==> src/rtl/iqf_pkg.sv <==
package iqf_pkg;
   localparam int unsigned IQF_DEF_W = 16;
   localparam int unsigned IQF_LANES = 2;

   typedef enum logic [1:0] {
      LANE_HOLD  = 2'd0,
      LANE_LOAD  = 2'd1,
      LANE_SHIFT = 2'd2
   } lane_act_e;
endpackage

==> src/rtl/iqf_ctrl_sync.sv <==
module iqf_ctrl_sync (
   input  logic clk,
   input  logic rst_n,
   input  logic par_sel,
   input  logic fmt_twos,
   input  logic acc_en_n,
   output logic par_q,
   output logic fmt_q,
   output logic acc_q
);
   always_ff @(posedge clk or negedge rst_n) begin
      if (!rst_n) begin
         par_q <= 1'b1;
         fmt_q <= 1'b1;
         acc_q <= 1'b1;
      end else begin
         par_q <= par_sel;
         fmt_q <= fmt_twos;
         acc_q <= acc_en_n;
      end
   end
endmodule

==> src/rtl/iqf_fmt_conv.sv <==
module iqf_fmt_conv #(
   parameter int unsigned W            = 16,
   parameter bit          SIGN_FLIP_EN = 1'b1
) (
   input  logic         fmt_q,
   input  logic [W-1:0] smp_in,
   output logic [W-1:0] smp_out
);
   initial begin
      if (W < 2) $error("iqf_fmt_conv: W must be at least 2");
   end

   generate
      if (SIGN_FLIP_EN) begin : g_flip
         assign smp_out = {smp_in[W-1] ^ ~fmt_q, smp_in[W-2:0]};
      end else begin : g_pass
         logic unused_fmt;
         assign unused_fmt = fmt_q;
         assign smp_out    = smp_in;
      end
   endgenerate
endmodule

==> src/rtl/iqf_seq.sv <==
module iqf_seq
   import iqf_pkg::*;
#(
   parameter int unsigned W     = 16,
   parameter int unsigned CNT_W = $clog2(W + 1)
) (
   input  logic             clk,
   input  logic             rst_n,
   input  logic             par_q,
   input  logic             acc_q,
   output lane_act_e        act,
   output logic [CNT_W-1:0] idx,
   output logic             strobe_n
);
   localparam logic [CNT_W-1:0] IDX_END = CNT_W'(W);

   always_comb begin
      if (par_q || !acc_q) act = LANE_LOAD;
      else if (idx < IDX_END) act = LANE_SHIFT;
      else act = LANE_HOLD;
   end

   always_ff @(posedge clk or negedge rst_n) begin
      if (!rst_n) begin
         idx <= IDX_END;
      end else if (par_q) begin
         idx <= IDX_END;
      end else if (!acc_q) begin
         idx <= '0;
      end else if (idx < IDX_END) begin
         idx <= idx + 1'b1;
      end
   end

   assign strobe_n = ~(~par_q && (idx == '0));
endmodule

==> src/rtl/iqf_lane.sv <==
module iqf_lane
   import iqf_pkg::*;
#(
   parameter int unsigned W = 16
) (
   input  logic         clk,
   input  logic         rst_n,
   input  lane_act_e    act,
   input  logic         par_q,
   input  logic [W-1:0] smp,
   output logic [W-1:0] dout
);
   logic [W-1:0] up_q;
   logic [W-1:0] dn_q;

   always_ff @(posedge clk or negedge rst_n) begin
      if (!rst_n) begin
         up_q <= '0;
         dn_q <= '0;
      end else begin
         unique case (act)
            LANE_LOAD: begin
               up_q <= smp;
               dn_q <= smp;
            end
            LANE_SHIFT: begin
               up_q <= {up_q[W-2:0], 1'b0};
               dn_q <= {1'b0, dn_q[W-1:1]};
            end
            default: begin
               up_q <= up_q;
               dn_q <= dn_q;
            end
         endcase
      end
   end

   assign dout = par_q ? up_q : {up_q[W-1], {(W-2){1'b0}}, dn_q[0]};
endmodule

==> src/rtl/iq_sample_shaper.sv <==
module iq_sample_shaper
   import iqf_pkg::*;
#(
   parameter int unsigned W            = IQF_DEF_W,
   parameter bit          SIGN_FLIP_EN = 1'b1
) (
   input  logic         clk,
   input  logic         rst_n,
   input  logic [W-1:0] sin_in,
   input  logic [W-1:0] cos_in,
   input  logic         acc_en_n,
   input  logic         par_sel,
   input  logic         fmt_twos,
   output logic [W-1:0] sin_out,
   output logic [W-1:0] cos_out,
   output logic         dac_strobe_n
);
   localparam int unsigned CNT_W = $clog2(W + 1);

   initial begin
      if (W < 2) $error("iq_sample_shaper: W must be at least 2");
   end

   logic             par_q;
   logic             fmt_q;
   logic             acc_q;
   lane_act_e        act;
   logic [CNT_W-1:0] idx;
   logic [W-1:0]     raw  [IQF_LANES];
   logic [W-1:0]     frm  [IQF_LANES];
   logic [W-1:0]     lout [IQF_LANES];

   assign raw[0] = sin_in;
   assign raw[1] = cos_in;

   iqf_ctrl_sync u_ctrl (
      .clk      (clk),
      .rst_n    (rst_n),
      .par_sel  (par_sel),
      .fmt_twos (fmt_twos),
      .acc_en_n (acc_en_n),
      .par_q    (par_q),
      .fmt_q    (fmt_q),
      .acc_q    (acc_q)
   );

   iqf_seq #(.W(W), .CNT_W(CNT_W)) u_seq (
      .clk      (clk),
      .rst_n    (rst_n),
      .par_q    (par_q),
      .acc_q    (acc_q),
      .act      (act),
      .idx      (idx),
      .strobe_n (dac_strobe_n)
   );

   generate
      for (genvar ch = 0; ch < IQF_LANES; ch++) begin : g_ch
         iqf_fmt_conv #(.W(W), .SIGN_FLIP_EN(SIGN_FLIP_EN)) u_fmt (
            .fmt_q   (fmt_q),
            .smp_in  (raw[ch]),
            .smp_out (frm[ch])
         );
         iqf_lane #(.W(W)) u_lane (
            .clk   (clk),
            .rst_n (rst_n),
            .act   (act),
            .par_q (par_q),
            .smp   (frm[ch]),
            .dout  (lout[ch])
         );
      end
   endgenerate

   assign sin_out = lout[0];
   assign cos_out = lout[1];
endmodule

==> config.mk <==
export PLATFORM = sky130hd
export DESIGN_NAME = iq_sample_shaper
export DESIGN_NICKNAME = d
export VERILOG_FILES = /design/src/rtl/iqf_pkg.sv /design/src/rtl/iqf_ctrl_sync.sv /design/src/rtl/iqf_fmt_conv.sv /design/src/rtl/iqf_seq.sv /design/src/rtl/iqf_lane.sv /design/src/rtl/iq_sample_shaper.sv
export SDC_FILE = /design/constraint.sdc
export NUM_CORES = 1
export LEC_CHECK = 0
export BUFFER_PORTS_ARGS = -buffer_cell sky130_fd_sc_hd__buf_2
export CORE_AREA = 3 3 92 94
export CTS_CLUSTER_SIZE = 28
export DETAILED_ROUTE_END_ITERATION = 12
export DIE_AREA = 0 0 95 97
export PLACE_DENSITY_LB_ADDON = 0.12
export SLEW_MARGIN = 5
export SYNTH_ARGS = -nofsm -noshare
export SYNTH_HDL_FRONTEND = slang
export SYNTH_SLANG_ARGS = --single-unit
==> constraint.sdc <==
create_clock -name clk -period 1.79 [get_ports clk]
set_input_delay 0.2685 -clock clk [delete_from_list [all_inputs] [get_ports clk]]
set_output_delay 0.2685 -clock clk [all_outputs]
set_load 0.03 [all_outputs]
==> metrics.txt <==
number of enable flip-flop cells after synthesis=0; Cell Area, Placed=3900 um2; largest net degree at the start of global routing=45; GPL Wtd Cong=0.756; Longest Clk Path Bufs=2; vias per inst=4.94; crit path launch=u_ctrl.par_q; pins over their slew limit=0; Setup Crit Path Kind=register to output port; Fin Hold WS=0.0210 ns; CTS tree=done; GR Layer Usage met1=0.222; crit share post-route=0.979; fin nets=415; hold path start=acc_en_n; first-iteration detailed-routing DRC count=64; vias=2384; cell count after synthesis=309; core area=7730 um2; cell taking the most area after synthesis=dfrtp_1; Mean Syn Cell Area=11.2 um2; CP Max Fanout=6; number of I/O port buffers=69; proportion of synthesized flip-flops having asynchronous set or reset=1.00; CP Launch Type=register; Area contributors post-synth=dfrtp_1 49%, mux2i_1 18%, a21oi_1 5.3%; Seq/Total Area, Yosys=0.521; RSZ-0062 raised after global routing=true; Die ar.=9220 um2; worst r2r src=u_ctrl.par_q; Power Total=0.00418 W; Data arrival, critical path=1.48 ns; clock transition at the registers of the reported paths=0.07 ns; final wirelength=6970 um; Slew Limit Headroom=0.718; Die Span X=95 um; Root Buffer=clkbuf_8; Leakage=2.09 nW; routed wire length per instance=14.4 um; Yosys warnings=0; Worst-Skew Late Latency=0.34 ns; fillers=722; ANT nets after route=0; FF+latch count, synth=72; final setup skew=0.00614 ns; post-layout worst setup margin=0.0369 ns; total track usage=0.163; max-cap violations=0; cell area after synthesis=3470 um2; WP data required=1.52 ns; Fin. Hold Viols=0; Sink Count=72; Worst VDD drop=0.511 mV; fmax=570 MHz; count leader, synth=dfrtp_1; cts bufs inserted=9; first drt pass iteration count=4; minimum clock period after layout=1.75 ns; Crit. End Element=output port; power density cells=995 nW/um2; grt total ovfl=0; Final Cell Area=4210 um2; footprint of the multi-input gates=1490 um2; first-pass GRT wire length=11900 um; run status=completed; IO Pins=70; hpwl dp=4770 um; vias in the first global route=2511; Least-Margin Pin Slew=0.423 ns; Seq. cell area=1810 um2; Post-synth top cells=68 x dfrtp_1, 61 x mux2i_1, 37 x a21oi_1, 32 x nor2_1, 28 x and2_1; DRC Markers=0; antenna violations before repair=0; setup violators final=0; row count=32; Final TNS setup=0 ns; layout cells sized above 1=0.320; Synth Flop Type=dfrtp_1; Die Y=97 um; ANT cells=0; busiest layer in global routing=met2; library cells used by synthesis=26; H-tree levels=3; GRT met3 Usage=0.0327; met2 Usage GRT=0.255; pre-CTS setup slack=0.340 ns; Synth-to-Final Area Change=21.2%; post-synth top area share=0.491; initial core utilization=0.449; Hold WC Path Type=primary input to register; Mapped Nets=348
## layer usage
layer	wire [um]	vias up
met5	0	-
met4	85	0
met3	247	10
met2	3390	40
met1	3250	1143
li1	-	1191
## critical path, stage by stage, from the launching register on
cell,delay [ns]
dfstp_2,0.61
mux2_2,0.36
buf_2,0.18
## final timing paths
path / end / slack, ns / cells past startpoint
max: sin_out[0] / 0.04 / 2
max in group asynchronous: u_seq.idx[4] / 0.79 / 3
min reg2reg: g_ch[0].u_lane.dn_q[15] / 0.51 / 2
min in group asynchronous: g_ch[1].u_lane.dn_q[14] / 0.40 / 2
min: u_ctrl.acc_q / 0.02 / 1
max reg2reg: g_ch[0].u_lane.up_q[15] / 0.25 / 5
## stage by stage
stage	utilization	instances
final	0.544	483
after global routing	0.544	483
after CTS	0.541	483
after detailed placement	0.505	464
after global placement	0.505	464
after floorplan	-	309
## cells in the final DEF, fill, tap and decap left out, types with 4 or more instances in the layout
cell      netlist  layout
dfrtp_1        68      68
clkbuf_8        0      11
a21oi_1        37      37
mux2i_1        61      61
and2_1         28      28
a21oi_2        20      20
nor2_1         32      32
buf_2           6      61
clkbuf_4        0       7
buf_12          0       5
buf_4           9       4
nand2_1         9       9
nand3_1         4       4
## report_power, final
part,switching [W],internal (W)
Sequential,0.000100,0.00177
Combinational,0.000412,0.000296
Clock,0.000605,0.00100
## final cells by class
| cell class | count | share of cell area |
|---|---|---|
| well taps | 102 | 0.0303 |
| repair buffers | 80 | 0.124 |
| multi-input cells | 211 | 0.353 |
| inverters | 2 | 0.00179 |
| flip-flops and latches | 72 | 0.431 |
| clock buffers | 11 | 0.0360 |
| clock inverters | 5 | 0.0244 |
## repair_timing
item,4_1_cts,5_1_grt
endpoints found under the hold margin,27,0
setup buffers,2,0
hold buffers,1,0
setup endpoints to repair,29,19
resized for setup,0,9
## cells by family (layout without fill, tap and decap cells)
kind of cell / count (synthesis) / after routing / synth area share
flip-flops: 72 / 72 / 0.521
AND/OR/NAND/NOR: 80 / 80 / 0.114
buffers and inverters: 26 / 98 / 0.0530
AO/OA/AOI/OAI: 61 / 61 / 0.110
multiplexers: 63 / 63 / 0.183
adder cells (fa/ha/maj): 2 / 2 / 0.00721
XOR/XNOR: 5 / 5 / 0.0126
## sequential cells by signal, indices dropped and copies added, names as in the netlist
register and count:
g_ch.u_lane.dn_q 32, u_ctrl.par_q 1, u_ctrl.fmt_q 1, u_seq.idx 5, g_ch.u_lane.up_q 32, u_ctrl.acc_q 1
(Power assumes the default switching activity.)
